`config.mk`:
```
export PLATFORM = sky130hd
export DESIGN_NAME = gpr_bank
export DESIGN_NICKNAME = d
export VERILOG_FILES = /design/src/rtl/gpr_bank.sv
export SDC_FILE = /design/constraint.sdc
export NUM_CORES = 1
export LEC_CHECK = 0
export ABC_CLOCK_PERIOD_IN_PS = 2120
export BUFFER_PORTS_ARGS = -buffer_cell sky130_fd_sc_hd__buf_4
export CORE_ASPECT_RATIO = 0.6
export CORE_MARGIN = 1
export CORE_UTILIZATION = 55
export DETAILED_ROUTE_END_ITERATION = 6
export HOLD_SLACK_MARGIN = 0.12
export PLACE_DENSITY = 0.86
export SETUP_SLACK_MARGIN = 0.2
export SLEW_MARGIN = 5
export SYNTH_ARGS = -nofsm -noshare
export SYNTH_HDL_FRONTEND = slang
export SYNTH_SLANG_ARGS = --single-unit
```
`constraint.sdc`:
```
create_clock -name clk -period 2.12 [get_ports clk]
set_input_delay 0.318 -clock clk [delete_from_list [all_inputs] [get_ports clk]]
set_output_delay 0.318 -clock clk [all_outputs]
set_load 0.02 [all_outputs]
```
`src/rtl/gpr_bank.sv`:
```
module gpr_bank #(
  parameter int WORD_W = 16
) (
  input  logic                  clk,
  input  logic                  rst_n,
  input  logic [2:0]            rd0_code,
  input  logic                  rd0_byte,
  output logic [WORD_W-1:0]     rd0_data,
  input  logic [2:0]            rd1_code,
  input  logic                  rd1_byte,
  output logic [WORD_W-1:0]     rd1_data,
  input  logic                  wr_en,
  input  logic [2:0]            wr_code,
  input  logic                  wr_byte,
  input  logic [WORD_W-1:0]     wr_data,
  input  logic                  wide_en,
  input  logic [2*WORD_W-1:0]   wide_data,
  output logic [WORD_W-1:0]     count_q,
  output logic [2*WORD_W-1:0]   wide_q
);
  localparam int HALF   = WORD_W / 2;
  localparam int NREG   = 8;
  localparam int PAIRS  = 4;
  localparam int CODE_W = 3;
  localparam int IDX_A  = 0;
  localparam int IDX_C  = 1;
  localparam int IDX_D  = 2;

  logic [WORD_W-1:0] regs [NREG];

  for (genvar g = 0; g < NREG; g++) begin : g_reg
    logic [WORD_W-1:0] q;
    logic [HALF-1:0]   lo_nx, hi_nx;
    logic              word_sel, lo_sel, hi_sel, wide_sel;
    logic [WORD_W-1:0] wide_part;

    assign word_sel = wr_en && !wr_byte && (wr_code == CODE_W'(g));

    if (g < PAIRS) begin : g_alias
      assign lo_sel = wr_en && wr_byte && (wr_code == CODE_W'(g));
      assign hi_sel = wr_en && wr_byte && (wr_code == CODE_W'(g + PAIRS));
    end else begin : g_plain
      assign lo_sel = 1'b0;
      assign hi_sel = 1'b0;
    end

    if (g == IDX_A) begin : g_wlo
      assign wide_sel  = wide_en;
      assign wide_part = wide_data[WORD_W-1:0];
    end else if (g == IDX_D) begin : g_whi
      assign wide_sel  = wide_en;
      assign wide_part = wide_data[2*WORD_W-1:WORD_W];
    end else begin : g_wnone
      assign wide_sel  = 1'b0;
      assign wide_part = '0;
    end

    always_comb begin
      lo_nx = q[HALF-1:0];
      hi_nx = q[WORD_W-1:HALF];
      if (wide_sel) begin
        lo_nx = wide_part[HALF-1:0];
        hi_nx = wide_part[WORD_W-1:HALF];
      end
      if (word_sel || lo_sel) lo_nx = wr_data[HALF-1:0];
      if (word_sel)           hi_nx = wr_data[WORD_W-1:HALF];
      if (hi_sel)             hi_nx = wr_data[HALF-1:0];
    end

    always_ff @(posedge clk) begin
      if (!rst_n) q <= '0;
      else        q <= {hi_nx, lo_nx};
    end

    assign regs[g] = q;
  end

  logic [WORD_W-1:0] rd0_word, rd1_word;

  assign rd0_word = regs[rd0_byte ? {1'b0, rd0_code[1:0]} : rd0_code];
  assign rd1_word = regs[rd1_byte ? {1'b0, rd1_code[1:0]} : rd1_code];

  assign rd0_data = !rd0_byte ? rd0_word :
                    {{HALF{1'b0}}, rd0_code[2] ? rd0_word[WORD_W-1:HALF] : rd0_word[HALF-1:0]};
  assign rd1_data = !rd1_byte ? rd1_word :
                    {{HALF{1'b0}}, rd1_code[2] ? rd1_word[WORD_W-1:HALF] : rd1_word[HALF-1:0]};

  assign count_q = regs[IDX_C];
  assign wide_q  = {regs[IDX_D], regs[IDX_A]};
endmodule


```
* Word level (Yosys, flattened, before mapping)
Index checks and enable logic that the tools add are counted.
Operators by class: multiplexer cells 26, shifts and indexed selects 0, reductions and logical operators 30, add/subtract/negate cells 0, bitwise logic cells 2, divide/modulo/power cells 0, $mul 0, eq/ne operators 7, magnitude comparators 2
Operator list (number):
- $mux W8 | 16
- $bmux W16 S3 | 2
- $mux W16 | 6
- $logic_and A1 B1 Y1 | 18
- $eq A3 B3 Y1 const B | 4
- $ge A4 B4 Y1 const B | 2
- $not A3 Y4 | 2
- $reduce_bool A2 Y1 | 4
- $eq A3 B2 Y1 const B | 2
- $mux W3 | 2
- $reduce_bool A3 Y1 | 2
- $logic_or A1 B1 Y1 | 4
- $eq A3 B1 Y1 const B | 1
- $logic_not A3 Y1 | 1
- $logic_not A1 Y1 | 1
Word-level totals: memories kept 0, word-level logic and storage cells 79, register bits after elaboration 128, memory bits (writable) 0, latch bits 0, ROM bits 0

* Logic depth before layout (Yosys ltp)
Gate-level depths: netlist of the first run.
word-level depth 7, gate-level depth with buffers 7

* Worst setup path before layout of the first run
No wires, ideal clock.
path kind input to output, start point input port rd1_code[1], end point output port rd1_data[15], data arrival time 1.650 ns, cell stages on the path 6, path buffers 2, setup slack 0.152 ns, path through buf_4 buf_4 mux2i_1 mux2_2 or2_2 a21oi_1
On the way: word-level cells in the longest chain between the ends 6
Ends and longest elaborated chain:
- from (decl) | line 9 | input logic [2:0] rd1_code,
- $mux W3 | line 81 | assign rd1_word = regs[rd1_byte ? {1'b0, rd1_code[1:0]} : rd1_code];
- $not A3 Y4 | line 81
- $bmux W16 S3 | line 81
- $mux W16 (2 in series) | line 81
- $mux W16 | line 85 | assign rd1_data = !rd1_byte ? rd1_word :
- to (decl) | line 11 | output logic [WORD_W-1:0] rd1_data,
Every way passes these cells. The select of a mux whose other input is x is not followed.

* Worst setup path in the final report of the first run
start point register g_reg[7].q[4], end point output port rd1_data[4]
On the way: word-level cells in the longest chain between the ends 5
Ends and longest elaborated chain:
- from (decl) | line 32 | logic [WORD_W-1:0] q;
- from (signal assigned) | line 72 | else q <= {hi_nx, lo_nx};
- $bmux W16 S3 * | line 81
- $mux W16 * (2 in series) | line 81
- $mux W8 | line 86 | {{HALF{1'b0}}, rd1_code[2] ? rd1_word[WORD_W-1:HALF] : rd1_word[HALF-1:0]};
- $mux W16 * | line 85
Mark *: on every way between the ends. The rest lies on a longest branch, timed or not. The select of a mux whose other input is x is not followed.

==> results of run 1 <==
-- cell families (layout without fill, tap and decap cells) --
kind of cell | Yosys count | after routing | share of synthesized area (%)
other cells | 0 | 1 | 0
mux | 121 | 121 | 26.9
flops | 128 | 128 | 33.2
compound gates | 208 | 208 | 16.3
buf+inv | 86 | 268 | 5.81
simple gates | 314 | 314 | 17.7
xor+xnor | 1 | 1 | 0.113
-- flip-flops by register name, summed over array words and instances (netlist names) --
name     cells
count_q     16
g.q        112
-- metrics by stage --
stage,std cells,total power [W],hold slack [ns],area (um^2),util [%]
2_1_floorplan,858,0.00331,0.441,7750,-
3_3_place_gp,1165,0.00380,0.451,9090,66.5
3_5_place_dp,1165,0.00382,0.455,9090,66.5
4_1_cts,1228,0.00729,0.170,10600,77.2
5_1_grt,1232,0.00761,0.182,10700,78.5
6_report,1233,0.00749,0.154,10700,78.5
-- final cells by class --
cell class / instances / area (um^2) / area share [%]
Antenna cell: 1 / 2.50 / 0.0233
Clock buffer: 20 / 467 / 4.35
Clock inverter: 12 / 205 / 1.91
Inverter: 2 / 7.51 / 0.0700
Multi-Input combinational cell: 644 / 5080 / 47.3
Sequential cell: 128 / 2700 / 25.1
Tap cell: 192 / 240 / 2.24
Timing Repair Buffer: 234 / 2030 / 19.0
-- layout by cell type, fill, tap and decap left out, types with 15 or more instances in the layout --
| master | count |
|---|---|
| a211oi_1 | 16 |
| mux2i_1 | 27 |
| dfxtp_4 | 29 |
| buf_4 | 182 |
| a21oi_1 | 89 |
| dfxtp_2 | 20 |
| clkbuf_16 | 18 |
| dfxtp_1 | 79 |
| buf_6 | 43 |
| nand2_1 | 207 |
| mux2_4 | 15 |
| o2bb2ai_1 | 15 |
| a31oi_1 | 16 |
| nor2_1 | 41 |
| o21ai_0 | 27 |
| mux4_2 | 55 |
-- worst paths after layout --
kind	from	to	slack, ns	cells past startpoint
setup / recovery	g_reg[7].q[4]	rd1_data[4]	-0.25	6
hold / removal	wide_data[30]	g_reg[2].q[14]	0.15	3
setup reg to reg	g_reg[2].q[8]	g_reg[2].q[8]	0.96	6
hold reg to reg	g_reg[7].q[5]	g_reg[7].q[5]	0.47	2
-- metal layers --
| layer | wire length, um | vias up | GRT usage, % |
|---|---|---|---|
| met3 | 5650 | 260 | 19.6 |
| met4 | 2050 | 0 | 22.6 |
| li1 | - | 3463 | - |
| met5 | 0 | - | 0 |
| met1 | 11200 | 4065 | 57.0 |
| met2 | 13800 | 943 | 70.5 |
-- repair_timing --
item,4_1_cts,5_1_grt
buffers inserted,30,3
cloned,1,1
resized for setup,178,30
setup endpoints to repair,32,32
pin swaps,27,9
hold buffers,0,0
-- power by group through the flow --
| stage | combinational (W) | clock [W] | sequential, W |
|---|---|---|---|
| after CTS | 0.00138 | 0.00334 | 0.00257 |
| after detailed placement | 0.00119 | 0 | 0.00263 |
| final | 0.00149 | 0.00341 | 0.00259 |
| after global placement | 0.00117 | 0 | 0.00263 |
| after global routing | 0.00153 | 0.00349 | 0.00259 |
| after floorplan | 0.000650 | 0 | 0.00266 |
-- critical path: stages, from the launching register on --
cell	delay, ns
dfxtp_2	0.35
mux4_2	0.51
nor2_2	0.11
a221oi_1	0.06
buf_4	0.18
mux2_4	0.27
buf_6	0.13
==> results by stage, run 1 <==
Timing:
- Across the routed clock network, the largest skew measured is 0 ns.
- The final critical path takes up 112% of the cycle.
- The worst slew margin relative to its limit is between 20% and 30%.
- The time the worst path needs with I/O delays and setup is 2.37 ns.
- Setup repair after global routing could not meet its margin everywhere.
- The worst-case setup margin in the final layout is -0.251 ns.
- Setup total negative slack on the finished layout was measured at -1.71 ns.
- The slew at the pin closest to its max-slew limit is 1.14 ns.
- The number of pins exceeding their max-slew limit in the final report is 0.
- Setup violations remaining at the end of the flow were counted as 10.
- The total count of hold-check failures in the final report is 0.
- The highest clock rate is between 400 and 500 MHz.

Worst setup path:
- The worst setup path is captured at a primary output.
- Data on the critical path is required at its endpoint by between 1.5 and 2 ns.
- The critical path startpoint category is a register.
- In this run the worst path has a maximum fanout of 3.
- The arrival time at the worst endpoint is 2.05 ns.
- The setup path with the least slack is of type reg -> out.

Place:
- The count of buffers added on input and output ports is between 100 and 150.
- The weighted congestion at the end of routability-driven global placement is 1.04.
- Detailed placement ended at an HPWL of about 20000 um.
- The setup slack after placement is -0.0597 ns.

Floorplanning:
- The die is approximately 94 um tall.
- The effective utilization at floorplan is roughly 57%.
- The area of the core is between 10000 and 15000 um^2.
- The number of top-level design ports is 144.
- The floorplan step defined a die boundary enclosing 14500 um^2.
- The number of rows created at floorplan is 33.
- The horizontal die dimension is 155 um.

Global routing:
- The initial antenna violation count is 0.
- The largest net degree at the start of global routing is 97.
- The sum of overflow across all layers after global routing is 0.
- Across every metal layer, demand over resource in global routing totals about 46%.
- The global-route wire length before repair is just under 50000 um.
- The via count of the first global-routing pass is approximately 8400.

Power:
- The power density of the placed cells is roughly 700 nW/um^2.
- The switching share of power is 28.5%.
- The portion of total power attributed to combinational logic is 19.9%.
- The relative contribution of sequential cells to total power is between 30% and 40%.
- The net switching component of the power is ~0.0021 W.
- The leakage component of the power is 4.20 nW.
- VDD sags by at most 430 uV.
- The cell-internal power is 0.00535 W.
- The clock power share is between 40% and 50%.

Detailed routing:
- The total wirelength of the detailed-routed design is 32800 um.
- The via count is just under 9000.
- The number of DRC violations after detailed-routing iteration 0 is ~1500.
- The antenna violation net count after detailed routing is 0.
- The iteration count of the initial detailed-routing pass is 7.
- The average wire per standard cell is 26.6 um.
- In the routed design, unresolved DRC markers number 0.
- The mean number of vias per cell is ~7.

CTS:
- The number of clock buffers added by TritonCTS is 17.
- The later-pin clock latency in the skew report is approximately 0.43 ns.
- The CTS tree is done.
- The H-tree was split into 4 levels.
- The maximum buffer depth of the clock tree is 2.
- The number of clock sinks seen by CTS is approximately 130.
- Clock-pin slew was measured on the worst setup and hold paths at approximately 0.070 ns.
- The tree is rooted in a clkbuf_16.

Synthesis:
- The number of enable-type register cells in the synthesized netlist is 0.
- Synthesis inferred ~130 register bits.
- For this run, the leading register cell type out of synthesis is dfxtp_1.
- Synthesis produced a netlist whose cell count is between 800 and 900.
- The number of warnings issued by yosys is 0.
- The commonest cells after synthesis are nand2_1 (207), dfxtp_1 (128), a21oi_1 (96).
- In the post-synthesis netlist, the biggest area contributors are dfxtp_1 (33%), mux4_2 (15%), nand2_1 (10%), a21oi_1 (6.2%), mux2i_1 (5.3%).
- The share of synthesized flip-flops with an asynchronous set or reset is 0%.
- The count of unique library cells instantiated by Yosys is 47.
- The cell area after synthesis is approximately 7700 um^2.
- The post-synthesis area per instance is 9.00 um^2.
- Summed over all instances, the cell type with the most area after synthesis is dfxtp_1.
- The share of the synthesized area in the top cell type is 33.2%.
- The most numerous cell in the Yosys netlist is nand2_1.
- The net count of the mapped netlist is between 900 and 1000.
- The sequential-to-total area share from yosys stat is between 30% and 40%.

Layout:
- The number of filler cells placed in the layout is approximately 770.
- In the final design database the tool counted about 1100 nets.
- Compared with the post-synthesis result, the final layout area differs by 38.9%.
- Cells with a size suffix above 1 make up 43.7% of the layout.

Run status:
- The run finished, with violations left.
- The final reports fail on setup timing.

Worst hold path:
- The class of the tightest hold or removal check is in -> reg.

Flow run:
- The count of maximum capacitance violations is 0.
Power figures use the tool's default switching activity.
==> run 2, diff against run 1 <==
--- a/config.mk
+++ b/config.mk
@@ -14,6 +14,7 @@
 export HOLD_SLACK_MARGIN = 0.12
 export PLACE_DENSITY = 0.86
 export SETUP_SLACK_MARGIN = 0.2
+export SKIP_CTS_REPAIR_TIMING = 1
 export SLEW_MARGIN = 5
 export SYNTH_ARGS = -nofsm -noshare
 export SYNTH_HDL_FRONTEND = slang
==> results by stage, run 2 (synthesis gave the netlist of run 1 again) <==
Timing:
- The highest clock rate is 418 MHz.
- The largest clock skew in the final design is 0 ns.
- The setup TNS is -1.60 ns.
- The worst pin sits at a relative slew slack of 25.2%.
- The worst-case setup margin in the final layout is -0.270 ns.
- The final worst-path cycle share is 113%.
- Setup repair after global routing could not meet its margin everywhere.
- The time the worst path needs with I/O delays and setup is ~2.4 ns.
- The number of pins exceeding their max-slew limit in the final report is 0.
- The setup-violating endpoint count in the final report is 10.
- The total count of hold-check failures in the final report is 0.
- The slew at the pin closest to its max-slew limit is between 1 and 1.5 ns.

Run status:
- The run finished, with violations left.
- The final reports fail on setup timing.

Floorplanning:
- The number of top-level design ports is about 140.
- The total area inside the core boundary comes to around 14000 um^2.
- The horizontal die dimension is about 160 um.
- The die extent in y is around 94 um.
- The number of rows created at floorplan is 33.
- The effective utilization at floorplan is around 57%.
- The area of the die is 14500 um^2.

Layout:
- g.q holds more flip-flops than any other register.
- From synthesis to final layout, the design area changed by 35.9%.
- The proportion of layout cells with a drive suffix above 1 is 42.8%.
- In the layout the commonest cells are nand2_1 (207), buf_4 (174), a21oi_1 (89).
- The number of flip-flops in the largest register is roughly 110.
- The final antenna diode count is 0.
- The net total in the final layout is between 1000 and 1500.
- The leading cell type in the layout, fill and taps excluded is nand2_1.
- The number of filler cells placed in the layout is around 800.

Worst hold path:
- The tightest min-delay check is of the in -> reg type.
- The number of cells on the worst hold path is 3.

Detailed routing:
- After detailed routing, the number of vias per cell comes to between 6 and 7.
- The detailed-route DRC error count is 0.
- The average wire per standard cell is around 26 um.
- The via count is 8424.
- The total wirelength of the detailed-routed design is between 30000 and 40000 um.
- The antenna violation net count after detailed routing is 0.
- The first detailed-routing pass ran for 7 iterations.
- The number of DRC violations after detailed-routing iteration 0 is 1474.

Worst setup path:
- Data on the critical path is required at its endpoint by around 1.8 ns.
- STA classifies the critical path endpoint as a primary output.
- In this run the worst path has a maximum fanout of 3.
- The worst setup path is launched from a register.
- Walking the worst path, the cells encountered are mux4_2 -> nor2_2 -> a221oi_1 -> buf_4 -> mux2_4 -> buf_6.
- The category of cells accounting for the largest share of critical-path delay is multiplexers.
- For the worst flop-to-flop path, the logic depth is 6.
- The delay of the slowest cell on the worst path is approximately 0.48 ns.
- The critical path is of the reg -> out type.
- The buffers plus inverters on the worst setup path is 2.
- The total stage count of the critical path is 6.
- The slowest stage of the critical path belongs to the cell mux4_2.
- Data arrives at the worst endpoint at 2.07 ns.
- Across all register-to-register paths, the minimum setup slack is approximately 0.97 ns.

CTS:
- The number of H-tree levels is 4.
- The clock reaches the later pin of the worst-skew pair after between 0.4 and 0.5 ns.
- TritonCTS built the clock tree.
- Clock tree synthesis selected as its root buffer the cell clkbuf_16.
- The clock edge transition at the registers on the reported setup and hold paths is 0.06 ns.
- The number of clock sinks seen by CTS is ~130.
- The number of CTS-inserted buffers is 17.
- The maximum buffer depth of the clock tree is 2.

Place:
- The weighted congestion at the end of routability-driven global placement is ~1.0.
- Summed over all nets, the half-perimeter wirelength after detailed placement is 19700 um.
- The setup slack after placement is -0.0597 ns.
- The port buffer count is between 100 and 150.

Global routing:
- For this run, the total global-route usage over all layers was measured as about two fifths.
- The global-route wire length before repair is approximately 44000 um.
- The sum of overflow across all layers after global routing is 0.
- The via count of the first global-routing pass is roughly 7500.
- The largest net degree at the start of global routing is between 90 and 100.
- The initial antenna violation count was 0.

Power:
- Cell internal power was estimated by the tool at between 0.005 and 0.006 W.
- The leakage component of the power is approximately 4.1 nW.
- The share of total power dissipated in the clock network is between 40 and 50%.
- The power density of the placed cells is approximately 700 nW/um^2.
- In this run, the combinational gates consume 19.1% of the power.
- The worst-case IR drop observed on VDD is approximately 420 uV.
- Summed over all nets, the switching power comes to around 0.0021 W.
- In this run, flip-flops and latches consume 34.9% of the power.
- The switching share of power is between 20 and 30%.

Flow run:
- The tool flagged a number of max-cap violations equal to 0.
## run 2: cell types whose count changed in the layout (fill, tap and decap cells not counted), moves of 4 or more
cell,change
mux2i_2,+5
dfxtp_2,+4
buf_6,-8
buf_4,-8
## run 2: layout make-up
class                           count  area (um^2)  area share [%]
Sequential cell                   128         2690            25.6
Clock buffer                       20          467            4.45
Tap cell                          192          240            2.29
Timing Repair Buffer              215         1830            17.4
Inverter                            2         7.51          0.0715
Clock inverter                     12          205            1.96
Multi-Input combinational cell    644         5050            48.2
## run 2: power groups by stage
stage                     combinational, W  sequential, W  clock, W
after floorplan                   0.000650        0.00266         0
after global placement             0.00117        0.00263         0
after detailed placement           0.00119        0.00263         0
after CTS                          0.00121        0.00258   0.00334
after global routing               0.00147        0.00259   0.00349
final                              0.00142        0.00259   0.00340
## run 2: tightest hold or removal path, cell delays in order
cell       delay [ns]
buf_4            0.08
a2bb2oi_1        0.05
o2bb2ai_1        0.12
## run 2: worst paths after layout
path	startpoint	end
max	g_reg[7].q[3]	rd1_data[3]
min	wide_data[31]	g_reg[2].q[15]
max reg2reg	g_reg[2].q[8]	g_reg[2].q[8]
min reg2reg	g_reg[3].q[1]	g_reg[3].q[1]
## run 2: metrics by stage
stage	hold slack, ns	instances	total power [W]	area (um^2)	utilization, %
after floorplan	0.441	858	0.00331	7750	-
after global placement	0.451	1165	0.00380	9090	66.5
after detailed placement	0.455	1165	0.00382	9090	66.5
after CTS	0.171	1197	0.00713	9770	71.5
after global routing	0.189	1213	0.00755	10500	76.8
final	0.158	1213	0.00741	10500	76.8
## run 2: routing by layer
metal,share of wire [%],GRT usage [%],wire [um],up-vias
li1,-,-,-,3434
met1,36,54.1,11200,3939
met2,42,60.5,13100,860
met3,17,15.1,5230,191
met4,5.6,15.9,1750,0
met5,0,0,0,-
==> run 3, diff against run 2 <==
--- a/config.mk
+++ b/config.mk
@@ -9,10 +9,10 @@
 export BUFFER_PORTS_ARGS = -buffer_cell sky130_fd_sc_hd__buf_4
 export CORE_ASPECT_RATIO = 0.6
 export CORE_MARGIN = 1
-export CORE_UTILIZATION = 55
+export CORE_UTILIZATION = 44
 export DETAILED_ROUTE_END_ITERATION = 6
 export HOLD_SLACK_MARGIN = 0.12
-export PLACE_DENSITY = 0.86
+export PLACE_DENSITY = 0.73
 export SETUP_SLACK_MARGIN = 0.2
 export SKIP_CTS_REPAIR_TIMING = 1
 export SLEW_MARGIN = 5
==> results by stage, run 3 (synthesis gave the netlist of run 1 again) <==
Run status:
- The run finished, with violations left.
- The checks that failed: DRC, setup timing.

Power:
- Combinational cells account for approximately a fifth of the total power.
- The share of total power dissipated in sequential elements is approximately a third.
- The cell-internal power is around 0.0054 W.
- The clock network accounts for around 46% of the total power.
- In this run switching power makes up around 28% of total power.
- The worst-case IR drop observed on VDD is about 470 uV.
- The power density of the placed cells is between 600 and 700 nW/um^2.
- For this design the total switching power over the nets is between 0.002 and 0.0025 W.
- The leakage component of the power is approximately 4 nW.

Place:
- The weighted congestion at the end of routability-driven global placement is ~0.96.
- The count of buffers added on input and output ports is between 100 and 150.
- The detailed-placement wirelength estimate is slightly above 20000 um.

Layout:
- The number of filler cells placed in the layout is 1380.
- The register with the most flip-flops in the layout has 112 of them.
- The net total in the final layout is about 1100.
- The library cell used most frequently in the layout, excluding fill and tap cells, is nand2_1.
- The register with the most flip-flops is g.q.
- Relative to the synthesized area, the layout overhead comes to 38.1%.
- Of the cells placed in the final design, the portion with a size suffix greater than 1 is between 40% and 50%.
- The final antenna diode count is 0.
- The top cell types in the final layout, fill and taps aside, are nand2_1 (206), buf_4 (171), a21oi_1 (88).
- The utilization after layout is approximately 62%.

Timing:
- The total count of hold-check failures in the final report was 0.
- The time the worst path needs with I/O delays and setup is between 2 and 2.5 ns.
- The slew at the pin closest to its max-slew limit is 0.948 ns.
- The setup-violating endpoint count in the final report is 12.
- The number of pins exceeding their max-slew limit in the final report is 0.
- In the finished design, the share of the clock period the worst path needs comes to 112%.
- The largest clock skew in the final design is 0 ns.
- Measured against its own limit, the worst slew margin works out to a little over a third.
- Setup slack on the critical path of the routed design comes to -0.249 ns.
- The highest clock rate is between 400 and 500 MHz.
- The setup TNS is -0.945 ns.
- Setup repair after global routing could not meet its margin everywhere.

Detailed routing:
- The first TritonRoute pass finished after 7 iterations.
- After the first detailed-routing iteration, the DRC count stood at 1018.
- For this run, design rule violations remaining after detail routing come to 8.
- The average wire per standard cell is between 20 and 25 um.
- The total wirelength of the detailed-routed design is 30300 um.
- The count of nets left with antenna violations once routing finished came out at 0.
- The mean number of vias per cell is ~6.4.
- For this block, the via count after detailed routing is between 8000 and 9000.

Worst setup path:
- The critical path goes through mux4_2 -> nor2_2 -> a221oi_2 -> buf_4 -> mux2_4 -> buf_6.
- The critical path is of the reg -> out type.
- For the worst setup path, the data arrival time is ~2 ns.
- The delay of the slowest cell on the worst path is about 0.49 ns.
- The standard cell with the maximum stage delay on the critical path is mux4_2.
- Across all register-to-register paths, the minimum setup slack is between 1 and 1.5 ns.
- The endpoint kind of the worst setup timing path is a primary output.
- In this run the critical register-to-register path is launched from count_q[13].
- The worst setup path is launched from a register.
- The worst reg2reg path endpoint is count_q[13].
- The required time at the worst-slack endpoint is roughly 1.8 ns.
- The maximum fanout count along the critical path is 3.
- Counting cells, the worst reg-to-reg path comes to 4.

CTS:
- The CTS tree is done.
- The clock tree root driver cell is clkbuf_16.
- The maximum buffer depth of the clock tree is 2.
- Buffers inserted during clock tree synthesis total 17.
- Clock-pin slew was measured on the worst setup and hold paths at around 0.060 ns.
- The number of H-tree levels is 4.
- The later-pin clock latency in the skew report is between 0.4 and 0.5 ns.
- The number of clock sinks seen by CTS is between 100 and 150.

Worst hold path:
- The worst hold path belongs to the class in -> reg.
- The number of cells on the worst hold path is 3.
- The endpoint of the worst hold path is g_reg[2].q[13].
- The startpoint identified for the worst hold timing path is wide_data[29].

Global routing:
- The initial antenna violation count was 0.
- The first global-routing pass estimated between 40000 and 50000 um of wire.
- After global routing the overflow that remains totals 0.
- Global routing consumed, over all layers together, between 30% and 40% of the routing resources.
- The via count of the first global-routing pass is ~7300.
- Entering global routing, the biggest net connects 79 pins.

Floorplanning:
- After floorplanning, the core was divided into 37 placement rows.
- In this run the vertical extent of the chip is about 100 um.
- The floorplan step defined a die boundary enclosing ~18000 um^2.
- The die is 173 um wide.
- For this configuration, the core starts out at a cell density of between 40 and 50%.
- The number of top-level design ports is approximately 140.
- The area of the core is 17200 um^2.

Flow run:
- The count of maximum capacitance violations is 0.
run 3: final cells by class:
type / count / area (um^2) / area share (%)
Tap cell: 234 / 293 / 2.74
Inverter: 2 / 7.51 / 0.0704
Multi-Input combinational cell: 644 / 5070 / 47.5
Clock inverter: 13 / 235 / 2.20
Clock buffer: 19 / 433 / 4.06
Sequential cell: 128 / 2690 / 25.2
Timing Repair Buffer: 221 / 1940 / 18.2
run 3: critical path, delay by kind of cell, from the launching register on:
kind,cells,cell delay (ns)
AND/OR/NAND/NOR,1,0.15
multiplexers,2,0.78
AO/OA/AOI/OAI,1,0.05
buffers and inverters,2,0.32
flip-flops,1,0.33
run 3: power groups by stage:
stage	combinational, W	sequential (W)	clock [W]
after global routing	0.00149	0.00259	0.00350
after global placement	0.00118	0.00264	0
after detailed placement	0.00119	0.00264	0
after floorplan	0.000650	0.00266	0
final	0.00143	0.00259	0.00338
after CTS	0.00120	0.00259	0.00336
run 3: metal layers:
metal  part of all wire (%)  vias up  global-route usage, %
li1                       -     3440                      -
met4                    2.7        0                   10.4
met3                     15       87                   11.8
met1                     40     3812                   45.5
met5                      0        -                      0
met2                     42      672                   45.5
run 3: worst max-delay path by stage:
stage | start | to | slack (ns) | depth (start not counted)
floorplan | rd1_code[0] | rd1_data[10] | 0.20 | 6
global placement | rd1_code[0] | rd1_data[4] | -0.05 | 7
detailed placement | rd1_code[0] | rd1_data[0] | -0.06 | 7
CTS | g_reg[5].q[2] | rd1_data[2] | -0.23 | 6
global route | g_reg[7].q[2] | rd1_data[2] | -0.25 | 6
finish | g_reg[7].q[2] | rd1_data[2] | -0.25 | 6
run 3: through the flow:
stage	setup slack [ns]	area (um^2)	total power (W)	hold slack [ns]	cells
finish	-0.249	10700	0.00740	0.182	1261
global route	-0.251	10700	0.00758	0.192	1261
global placement	-0.0454	9140	0.00382	0.453	1200
CTS	-0.232	9810	0.00715	0.176	1232
detailed placement	-0.0583	9140	0.00383	0.458	1200
floorplan	0.202	7750	0.00331	0.441	858
